## src/rtl/fifo_pair_pkg.sv

```systemverilog
package fifo_pair_pkg;
  localparam int BUS_AW = 7;
  localparam logic [BUS_AW-1:0] ADDR_FIFO    = 7'h7F;
  localparam logic [BUS_AW-1:0] ADDR_TX_FULL = 7'h10;
  localparam logic [BUS_AW-1:0] ADDR_TX_EMPT = 7'h11;
  localparam logic [BUS_AW-1:0] ADDR_RX_FULL = 7'h12;
  localparam logic [BUS_AW-1:0] ADDR_STATUS  = 7'h20;

  localparam int ST_TX_AF  = 0;
  localparam int ST_TX_AE  = 1;
  localparam int ST_RX_AF  = 2;
  localparam int ST_TX_OVF = 3;
  localparam int ST_RX_UDF = 4;
  localparam int ST_W      = 5;

  typedef enum logic [1:0] {SRC_REG, SRC_FIFO} rd_src_e;
endpackage

```

## src/rtl/byte_fifo.sv

```systemverilog
module byte_fifo #(
  parameter int DW = 8,
  parameter int AW = 6,
  localparam int LW = AW + 1,
  localparam int DEPTH = 1 << AW
) (
  input  logic          clk,
  input  logic          rst,
  input  logic          clr,
  input  logic          wr_en,
  input  logic [DW-1:0] wr_data,
  input  logic          rd_en,
  output logic [DW-1:0] rd_data,
  output logic [LW-1:0] level,
  output logic          full,
  output logic          empty
);
  logic [DW-1:0] mem [DEPTH];
  logic [LW-1:0] wr_ptr, rd_ptr;
  logic push_ok, pop_ok;

  assign level   = wr_ptr - rd_ptr;
  assign full    = (level == LW'(DEPTH));
  assign empty   = (level == '0);
  assign push_ok = wr_en && !full && !clr;
  assign pop_ok  = rd_en && !empty && !clr;

  always_ff @(posedge clk) begin
    if (push_ok) mem[wr_ptr[AW-1:0]] <= wr_data;
  end

  always_ff @(posedge clk) begin
    if (pop_ok) rd_data <= mem[rd_ptr[AW-1:0]];
  end

  always_ff @(posedge clk) begin
    if (rst || clr) begin
      wr_ptr <= '0;
      rd_ptr <= '0;
    end else begin
      if (push_ok) wr_ptr <= wr_ptr + 1'b1;
      if (pop_ok)  rd_ptr <= rd_ptr + 1'b1;
    end
  end

  p_level_bound_r3: assert property (@(posedge clk) disable iff (rst)
    level <= LW'(DEPTH));
  p_no_push_full_r3: assert property (@(posedge clk) disable iff (rst)
    (full && wr_en && !rd_en && !clr) |=> full);
  p_no_pop_empty_r5: assert property (@(posedge clk) disable iff (rst)
    (empty && rd_en && !wr_en && !clr) |=> empty);
endmodule

```

## src/rtl/level_watch.sv

```systemverilog
module level_watch #(
  parameter int LW = 7,
  parameter int TW = 6,
  parameter bit RISING = 1'b1
) (
  input  logic          clk,
  input  logic          rst,
  input  logic          clr,
  input  logic [LW-1:0] level,
  input  logic [TW-1:0] thr,
  output logic          hit
);
  logic [LW-1:0] level_q;
  logic [LW-1:0] thr_x;

  assign thr_x = LW'(thr);

  always_ff @(posedge clk) begin
    if (rst || clr) level_q <= '0;
    else            level_q <= level;
  end

  generate
    if (RISING) begin : g_rise
      assign hit = !clr && (level > level_q) && (level >= thr_x) && (level_q < thr_x);
    end else begin : g_fall
      assign hit = !clr && (level < level_q) && (level < thr_x) && (level_q >= thr_x);
    end
  endgenerate

  p_hit_once_r6: assert property (@(posedge clk) disable iff (rst)
    hit |=> !hit);
endmodule

```

## src/rtl/fifo_pair_ctl.sv

```systemverilog
module fifo_pair_ctl
  import fifo_pair_pkg::*;
#(
  parameter int DW = 8,
  parameter int AW = 6,
  parameter int TW = 6,
  parameter logic [TW-1:0] TX_FULL_RST = 6'd48,
  parameter logic [TW-1:0] TX_EMPT_RST = 6'd16,
  parameter logic [TW-1:0] RX_FULL_RST = 6'd48,
  localparam int LW = AW + 1
) (
  input  logic              clk,
  input  logic              rst,
  input  logic              bus_sel,
  input  logic              bus_wr,
  input  logic [BUS_AW-1:0] bus_addr,
  input  logic [DW-1:0]     bus_wdata,
  output logic [DW-1:0]     bus_rdata,
  output logic              bus_rvalid,
  input  logic              tx_pop,
  output logic [DW-1:0]     tx_pop_data,
  output logic              tx_pop_valid,
  output logic [LW-1:0]     tx_level,
  input  logic              tx_clr,
  input  logic              rx_push,
  input  logic [DW-1:0]     rx_push_data,
  output logic [LW-1:0]     rx_level,
  input  logic              rx_clr,
  output logic              irq
);
  logic wr_acc, rd_acc;
  logic tx_push_req, rx_pop_req;
  logic tx_full, tx_empty, rx_full, rx_empty;
  logic [DW-1:0] rx_rd_data;
  logic [TW-1:0] thr_tx_full, thr_tx_empt, thr_rx_full;
  logic hit_tx_af, hit_tx_ae, hit_rx_af;
  logic [ST_W-1:0] status_q, st_set, st_clr;
  logic [DW-1:0] rdata_q;
  rd_src_e src_q;
  logic udf_q, rvalid_q, txv_q;

  assign wr_acc      = bus_sel && bus_wr;
  assign rd_acc      = bus_sel && !bus_wr;
  assign tx_push_req = wr_acc && (bus_addr == ADDR_FIFO);
  assign rx_pop_req  = rd_acc && (bus_addr == ADDR_FIFO);

  byte_fifo #(.DW(DW), .AW(AW)) u_tx_fifo (
    .clk(clk), .rst(rst), .clr(tx_clr),
    .wr_en(tx_push_req), .wr_data(bus_wdata),
    .rd_en(tx_pop), .rd_data(tx_pop_data),
    .level(tx_level), .full(tx_full), .empty(tx_empty)
  );

  byte_fifo #(.DW(DW), .AW(AW)) u_rx_fifo (
    .clk(clk), .rst(rst), .clr(rx_clr),
    .wr_en(rx_push), .wr_data(rx_push_data),
    .rd_en(rx_pop_req), .rd_data(rx_rd_data),
    .level(rx_level), .full(rx_full), .empty(rx_empty)
  );

  level_watch #(.LW(LW), .TW(TW), .RISING(1'b1)) u_tx_af (
    .clk(clk), .rst(rst), .clr(tx_clr), .level(tx_level), .thr(thr_tx_full), .hit(hit_tx_af));
  level_watch #(.LW(LW), .TW(TW), .RISING(1'b0)) u_tx_ae (
    .clk(clk), .rst(rst), .clr(tx_clr), .level(tx_level), .thr(thr_tx_empt), .hit(hit_tx_ae));
  level_watch #(.LW(LW), .TW(TW), .RISING(1'b1)) u_rx_af (
    .clk(clk), .rst(rst), .clr(rx_clr), .level(rx_level), .thr(thr_rx_full), .hit(hit_rx_af));

  // threshold registers
  always_ff @(posedge clk) begin
    if (rst) begin
      thr_tx_full <= TX_FULL_RST;
      thr_tx_empt <= TX_EMPT_RST;
      thr_rx_full <= RX_FULL_RST;
    end else if (wr_acc) begin
      case (bus_addr)
        ADDR_TX_FULL: thr_tx_full <= bus_wdata[TW-1:0];
        ADDR_TX_EMPT: thr_tx_empt <= bus_wdata[TW-1:0];
        ADDR_RX_FULL: thr_rx_full <= bus_wdata[TW-1:0];
        default: ;
      endcase
    end
  end

  // sticky status, set wins over clear
  always_comb begin
    st_set = '0;
    st_set[ST_TX_AF]  = hit_tx_af;
    st_set[ST_TX_AE]  = hit_tx_ae;
    st_set[ST_RX_AF]  = hit_rx_af;
    st_set[ST_TX_OVF] = tx_push_req && tx_full && !tx_clr;
    st_set[ST_RX_UDF] = rx_pop_req && rx_empty && !rx_clr;
    st_clr = (wr_acc && bus_addr == ADDR_STATUS) ? bus_wdata[ST_W-1:0] : '0;
  end

  always_ff @(posedge clk) begin
    if (rst) status_q <= '0;
    else     status_q <= (status_q & ~st_clr) | st_set;
  end

  always_ff @(posedge clk) begin
    if (rst) irq <= 1'b0;
    else     irq <= |((status_q & ~st_clr) | st_set);
  end

  // read path
  always_ff @(posedge clk) begin
    if (rst) begin
      rdata_q  <= '0;
      src_q    <= SRC_REG;
      udf_q    <= 1'b0;
      rvalid_q <= 1'b0;
      txv_q    <= 1'b0;
    end else begin
      rvalid_q <= rd_acc;
      txv_q    <= tx_pop && !tx_empty && !tx_clr;
      if (rd_acc) begin
        src_q <= (bus_addr == ADDR_FIFO) ? SRC_FIFO : SRC_REG;
        udf_q <= rx_empty || rx_clr;
        case (bus_addr)
          ADDR_TX_FULL: rdata_q <= DW'(thr_tx_full);
          ADDR_TX_EMPT: rdata_q <= DW'(thr_tx_empt);
          ADDR_RX_FULL: rdata_q <= DW'(thr_rx_full);
          ADDR_STATUS:  rdata_q <= DW'(status_q);
          default:      rdata_q <= '0;
        endcase
      end
    end
  end

  assign bus_rdata    = (src_q == SRC_FIFO) ? (udf_q ? '0 : rx_rd_data) : rdata_q;
  assign bus_rvalid   = rvalid_q;
  assign tx_pop_valid = txv_q;

  p_ovf_flag_r3: assert property (@(posedge clk) disable iff (rst)
    (tx_push_req && tx_full && !tx_clr) |=> status_q[ST_TX_OVF]);
  p_udf_flag_r5: assert property (@(posedge clk) disable iff (rst)
    (rx_pop_req && rx_empty && !rx_clr) |=> (status_q[ST_RX_UDF] && bus_rdata == '0));
  p_irq_status_r9: assert property (@(posedge clk) disable iff (rst)
    irq == (status_q != '0));
  p_rvalid_r4: assert property (@(posedge clk) disable iff (rst)
    rd_acc |=> bus_rvalid);
endmodule

```

## config.mk

```make
export PLATFORM = sky130hd
export DESIGN_NAME = fifo_pair_ctl
export DESIGN_NICKNAME = d
export VERILOG_FILES = /design/src/rtl/fifo_pair_pkg.sv /design/src/rtl/byte_fifo.sv /design/src/rtl/level_watch.sv /design/src/rtl/fifo_pair_ctl.sv
export SDC_FILE = /design/constraint.sdc
export NUM_CORES = 1
export LEC_CHECK = 0
export ABC_AREA = 1
export BUFFER_PORTS_ARGS = -buffer_cell sky130_fd_sc_hd__buf_2
export CORE_MARGIN = 4
export CORE_UTILIZATION = 36
export DETAILED_ROUTE_END_ITERATION = 10
export HOLD_SLACK_MARGIN = 0.08
export PLACE_DENSITY = 0.59
export SETUP_SLACK_MARGIN = 0.5
export SLEW_MARGIN = 20
export SYNTH_ARGS = -nofsm -noshare
export SYNTH_HDL_FRONTEND = slang
export SYNTH_HIERARCHICAL = 1
export SYNTH_SLANG_ARGS = --single-unit
export TNS_END_PERCENT = 50
```

## constraint.sdc

```tcl
create_clock -name clk -period 4.3 [get_ports clk]
set_input_delay 0.86 -clock clk [delete_from_list [all_inputs] [get_ports clk]]
set_output_delay 0.86 -clock clk [all_outputs]
set_load 0.01 [all_outputs]
```

==> results of run 1 <==
worst max-delay path by stage:
stage	startpoint	end	slack, ns	cells after the start
3_3_place_gp	u_tx_fifo/wr_ptr[0]$_SDFFE_PP0P_	u_tx_fifo/mem[50][7]$_DFFE_PP_	0.82	15
6_report	u_rx_fifo/rd_ptr[4]$_SDFFE_PP0P_	rx_level[5]	0.67	8
5_1_grt	u_rx_fifo/rd_ptr[4]$_SDFFE_PP0P_	rx_level[5]	0.49	9
4_1_cts	u_tx_fifo/rd_ptr[4]$_SDFFE_PP0P_	tx_level[5]	0.59	9
3_5_place_dp	u_tx_fifo/wr_ptr[0]$_SDFFE_PP0P_	u_tx_fifo/mem[50][7]$_DFFE_PP_	0.77	15
2_1_floorplan	u_tx_fifo/rd_ptr[1]$_SDFFE_PP0P_	u_tx_fifo/mem[10][0]$_DFFE_PP_	1.12	16
cell usage in the layout, fill, tap and decap left out, drive strengths merged, types with 49 or more instances in the layout:
cell and instances:
edfxtp 1040, nor2 871, nand2 515, o21ai 515, nand3 233, inv 208
buf 194, clkbuf 134, o211ai 128, o22ai 108, dfxtp 83, a21oi 78
ha 69, clkinv 49
timing repair:
| item | 4_1_cts | 5_1_grt |
|---|---|---|
| resized for setup | 0 | 1 |
| setup endpoints to repair | 0 | 2 |
| setup buffers | 0 | 0 |
layer usage:
| metal | track usage | wire length [um] | share of wire | vias to the layer above |
|---|---|---|---|---|
| met3 | 0.0344 | 8880 | 0.069 | 239 |
| met4 | 0.0552 | 3720 | 0.029 | 0 |
| met2 | 0.300 | 61500 | 0.48 | 1118 |
| li1 | - | - | - | 15000 |
| met1 | 0.244 | 54800 | 0.43 | 15700 |
| met5 | 0 | 0 | 0 | - |
critical path: stages (launching register included):
cell     delay [ns]
dfxtp_1        0.75
inv_1          0.13
ha_1           0.39
a21oi_1        0.22
nand3_1        0.10
nand2_1        0.07
nand2_2        0.09
inv_1          0.14
buf_2          0.18
registers in the layout, indices dropped and copies added, names as in the netlist, 5 cells and up:
name	count
thr_tx_empt	6
status_q	5
u_rx_fifo/wr_ptr	7
u_rx_fifo/rd_data	8
u_tx_ae/level_q	7
u_tx_fifo/rd_data	8
u_rx_fifo/mem	512
thr_tx_full	6
u_rx_af/level_q	7
u_tx_fifo/mem	512
thr_rx_full	6
u_tx_af/level_q	7
u_tx_fifo/rd_ptr	7
u_tx_fifo/wr_ptr	7
u_rx_fifo/rd_ptr	7
rdata_q	6
through the flow:
step	utilization	cells	area, sq um
floorplan	-	4171	47800
global placement	0.382	5893	50200
finish	0.410	6098	54000
CTS	0.410	6098	54000
detailed placement	0.382	5893	50200
global route	0.410	6098	54000
layout make-up:
type	instances	area (sq um)	share of cell area
well taps	1755	2200	0.0407
inverters	207	813	0.0151
clock inverters	71	808	0.0150
flip-flops and latches	1123	32900	0.610
multi-input cells	2614	12900	0.240
repair buffers	194	1380	0.0255
clock buffers	134	2910	0.0540
report_power, final:
| group | switching [W] | total, W | internal, W |
|---|---|---|---|
| sequential | 0.0000178 | 0.0120 | 0.0120 |
| clock | 0.00418 | 0.00997 | 0.00579 |
| combinational | 0.000916 | 0.00125 | 0.000335 |
| total | 0.00511 | 0.0232 | 0.0181 |
==> reports/results.tsv, run 1 <==
metric	value	unit
status	finished, final reports clean	
nets@finish	4352	
critical path launch point type	register	
initial antenna violation count	0	
hold_sp	rdata_q[3]$_SDFFE_PP0N_	
floorplan row count	133	
Worst Hold Depth	2	
syn_area_per_cell	11.5	sq um
Reg-to-Reg End	u_tx_fifo/mem[2][5]$_DFFE_PP_	
Hold Path Class	register to register	
final hold vios	0	
clock latency on the worst-skew pair	0.71	ns
minimum clock period	3.63	ns
final worst path period share	0.844	
DRC viols	0	
HPWL Detailed	78600	um
worst path required time	3.44	ns
Crit Path Class	register to primary output	
Final setup viols	0	
final worst slack	0.669	ns
Max Cap Viol	0	
die area	139000	sq um
first-pass GRT wire length	192000	um
layout cell share with drive strength beyond 1	0.104	
Mapped Nets	4273	
WHS Endpoint	rdata_q[3]$_SDFFE_PP0N_	
Filler cells	12300	
number of synthesis warnings	6	
total wire length	129000	um
Worst Tran Pin Value	1.27	ns
DR vias	32100	
clock sink count	1123	
vias per cell	5.26	
Post-Syn Area	47800	sq um
Sum Neg Setup Slack	0	ns
Routed wire per std cell	21.1	um
vias in the first global route	30700	
RR Startpoint	u_tx_fifo/wr_ptr[0]$_SDFFE_PP0P_	
Total GRT Usage	0.182	
Hold Buf Count CTS	0	
hold slack	0.473	ns
worst-case clock buffer depth	3	
Final Max Slew Viols	0	
RSZ-0062 raised after global routing	yes	
pwr dens	430	nW/um^2
Gate Count Post-Synth	4171	
Worst VDD drop	0.358	mV
Starting Density	0.363	
clock slew at reported path FFs	0.06	ns
Area growth, synth to finish	12.9	%
GRT overflow	0	
die span in x	372	um
DIE HEIGHT	372	um
arrival time of the worst setup path	2.77	ns
CTS tree	yes	
IO buf count	63	
reg2reg setup slack	0.79	ns
ANT nets after route	0	
H-tree Lvls	3	
pre-CTS setup slack	0.775	ns
gpl congestion	0.848	
depth of the worst register-to-register path	15	
drt first pass iters	5	
total clock buffers created by CTS	110	
Setup Skew	0.0239	ns
n_diodes	0	
Power Total	0.0232	W
core area	132000	sq um
largest net degree at the start of global routing	214	
kind of end point of the critical path	primary output	
worst-path maximum fanout	11	
Pleak	18.6	nW
DR iter-0 viols	3296	
Rel. slew slack	0.155	
Max Freq	275	MHz
Top-Level Pins	64	
Root Driver	clkbuf_16	
No activity file was read; power rests on OpenSTA's default activity.
==> run 2: changes to the inputs <==
==> constraint.sdc (replaced) <==
create_clock -name clk -period 3.8 [get_ports clk]
set_input_delay 0.76 -clock clk [delete_from_list [all_inputs] [get_ports clk]]
set_output_delay 0.76 -clock clk [all_outputs]
set_load 0.01 [all_outputs]
==> run 2 against run 1 <==
Sequential cell count did not move. Critical path depth rose by 1. Combinational power rose by 18%.
==> reports/results.tsv, run 2 (synthesis gave the netlist of run 1 again) <==
metric	value	unit
placed inst area	50400	sq um
depth of the worst register-to-register path	15	
Top-Level Pins	64	
Worst VDD drop	0.321	mV
Root Driver	clkbuf_16	
final worst path period share	0.833	
critical path launch point type	register	
nets@finish	4361	
Starting Density	0.363	
DRC viols	0	
Pleak	18.7	nW
die area	139000	sq um
CP most frequent cell	nand2_1	
HPWL Detailed	81000	um
minimum clock period	3.17	ns
Worst Hold Depth	4	
CTS tree	yes	
gpl congestion	0.835	
worst-case clock buffer depth	3	
core area	132000	sq um
pwr dens	485	nW/um^2
Final Max Slew Viols	0	
kind of end point of the critical path	primary output	
drt first pass iters	6	
ANT nets after route	0	
GRT overflow	0	
layout cell share with drive strength beyond 1	0.115	
critical path's slowest cell	dfxtp_1	
# placed instances	5898	
DIE HEIGHT	372	um
most common cell after layout, fill and taps aside	edfxtp_1	
Routed wire per std cell	21.2	um
Max Freq	316	MHz
Hold Path Class	input pin to register	
RR Startpoint	u_tx_fifo/wr_ptr[0]$_SDFFE_PP0P_	
Reg-to-Reg End	u_tx_fifo/mem[58][3]$_DFFE_PP_	
hold_sp	bus_wr	
vias in the first global route	30800	
Hold Buf Count CTS	0	
status	finished, final reports clean	
Power Total	0.0263	W
largest net degree at the start of global routing	262	
final hold vios	0	
RSZ-0062 raised after global routing	yes	
H-tree Lvls	3	
Final setup viols	0	
clock latency on the worst-skew pair	0.70	ns
Sum Neg Setup Slack	0	ns
worst path required time	3.04	ns
total clock buffers created by CTS	112	
total wire length	130000	um
Max Cap Viol	0	
slowest cell delay on critical path	0.51	ns
postcts setup bufs	0	
Critical Path, Cell by Cell	ha_1 > nand2_1 > inv_1 > nand2_1 > nand3_1 > nand2_1 > nand2_2 > inv_1 > buf_2	
most frequent cells in the layout	1,040 x edfxtp_1, 818 x nor2_1, 486 x nand2_1	
Setup Skew	0.0230	ns
arrival time of the worst setup path	2.41	ns
WHS Endpoint	rdata_q[4]$_SDFFE_PP0N_	
Area growth, synth to finish	13.5	%
worst-path maximum fanout	7	
DR iter-0 viols	3352	
floorplan row count	133	
initial antenna violation count	3	
die span in x	372	um
Finished Cell Area	54300	sq um
DR vias	32200	
clock slew at reported path FFs	0.06	ns
fin cells	6113	
IO buf count	63	
Total GRT Usage	0.183	
reg2reg setup slack	0.65	ns
clock sink count	1123	
Worst Tran Pin Value	1.08	ns
vias per cell	5.27	
first-pass GRT wire length	194000	um
Rel. slew slack	0.281	
Crit Path Class	register to primary output	
-- run 2: what timing repair did --
action	4_1_cts	5_1_grt
resized for setup	5	40
endpoints found under the hold margin	0	0
setup endpoints to repair	232	843
-- run 2: metrics by stage --
stage	util	setup slack [ns]	hold slack, ns
2_1_floorplan	-	0.624	0.444
3_3_place_gp	0.383	0.479	0.455
3_5_place_dp	0.383	0.437	0.462
4_1_cts	0.411	0.479	0.414
5_1_grt	0.412	0.457	0.452
6_report	0.412	0.634	0.460
-- run 2: worst max-delay path: cells and delay by family (launching register included) --
| kind | cells | cell delay, ns |
|---|---|---|
| buffers and inverters | 3 | 0.40 |
| flip-flops | 1 | 0.51 |
| AND/OR/NAND/NOR | 5 | 0.46 |
| adder cells (fa/ha/maj) | 1 | 0.35 |
-- run 2: layer usage --
metal,GRT usage,wire length [um],vias to the layer above
met1,0.249,55700,15900
met4,0.0474,3060,0
met2,0.306,62900,1057
met3,0.0297,8200,200
met5,0,0,-
li1,-,-,15000
-- run 2: cell type report --
| class | count | area, sq um |
|---|---|---|
| multi-input cells | 2614 | 13100 |
| well taps | 1755 | 2200 |
| clock inverters | 60 | 651 |
| repair buffers | 201 | 1540 |
| fillers | 12400 | 77300 |
| diodes | 1 | 2.50 |
| inverters | 207 | 813 |
| clock buffers | 152 | 3120 |
| flip-flops and latches | 1123 | 32900 |
-- run 2: worst max path at each step --
stage,endpoint,startpoint,slack [ns],depth (start not counted)
after global placement,u_tx_fifo/mem[16][7]$_DFFE_PP_,u_tx_fifo/wr_ptr[0]$_SDFFE_PP0P_,0.48,15
after detailed placement,u_tx_fifo/mem[16][7]$_DFFE_PP_,u_tx_fifo/wr_ptr[0]$_SDFFE_PP0P_,0.44,15
final,rx_level[5],u_rx_fifo/wr_ptr[3]$_SDFFE_PP0P_,0.63,9
after floorplan,u_tx_fifo/mem[40][0]$_DFFE_PP_,u_tx_fifo/rd_ptr[1]$_SDFFE_PP0P_,0.62,16
after global routing,u_tx_fifo/mem[58][3]$_DFFE_PP_,u_tx_fifo/wr_ptr[0]$_SDFFE_PP0P_,0.46,15
after CTS,rx_level[6],u_rx_fifo/wr_ptr[0]$_SDFFE_PP0P_,0.48,9
-- run 2: power breakdown --
part | internal, W | leakage, nW | total, W | switching (W)
Sequential | 0.0135 | 10.0 | 0.0135 | 0.0000210
Combinational | 0.000403 | 6.83 | 0.00147 | 0.00107
Clock | 0.00668 | 1.83 | 0.0113 | 0.00464
Total | 0.0206 | 18.7 | 0.0263 | 0.00573
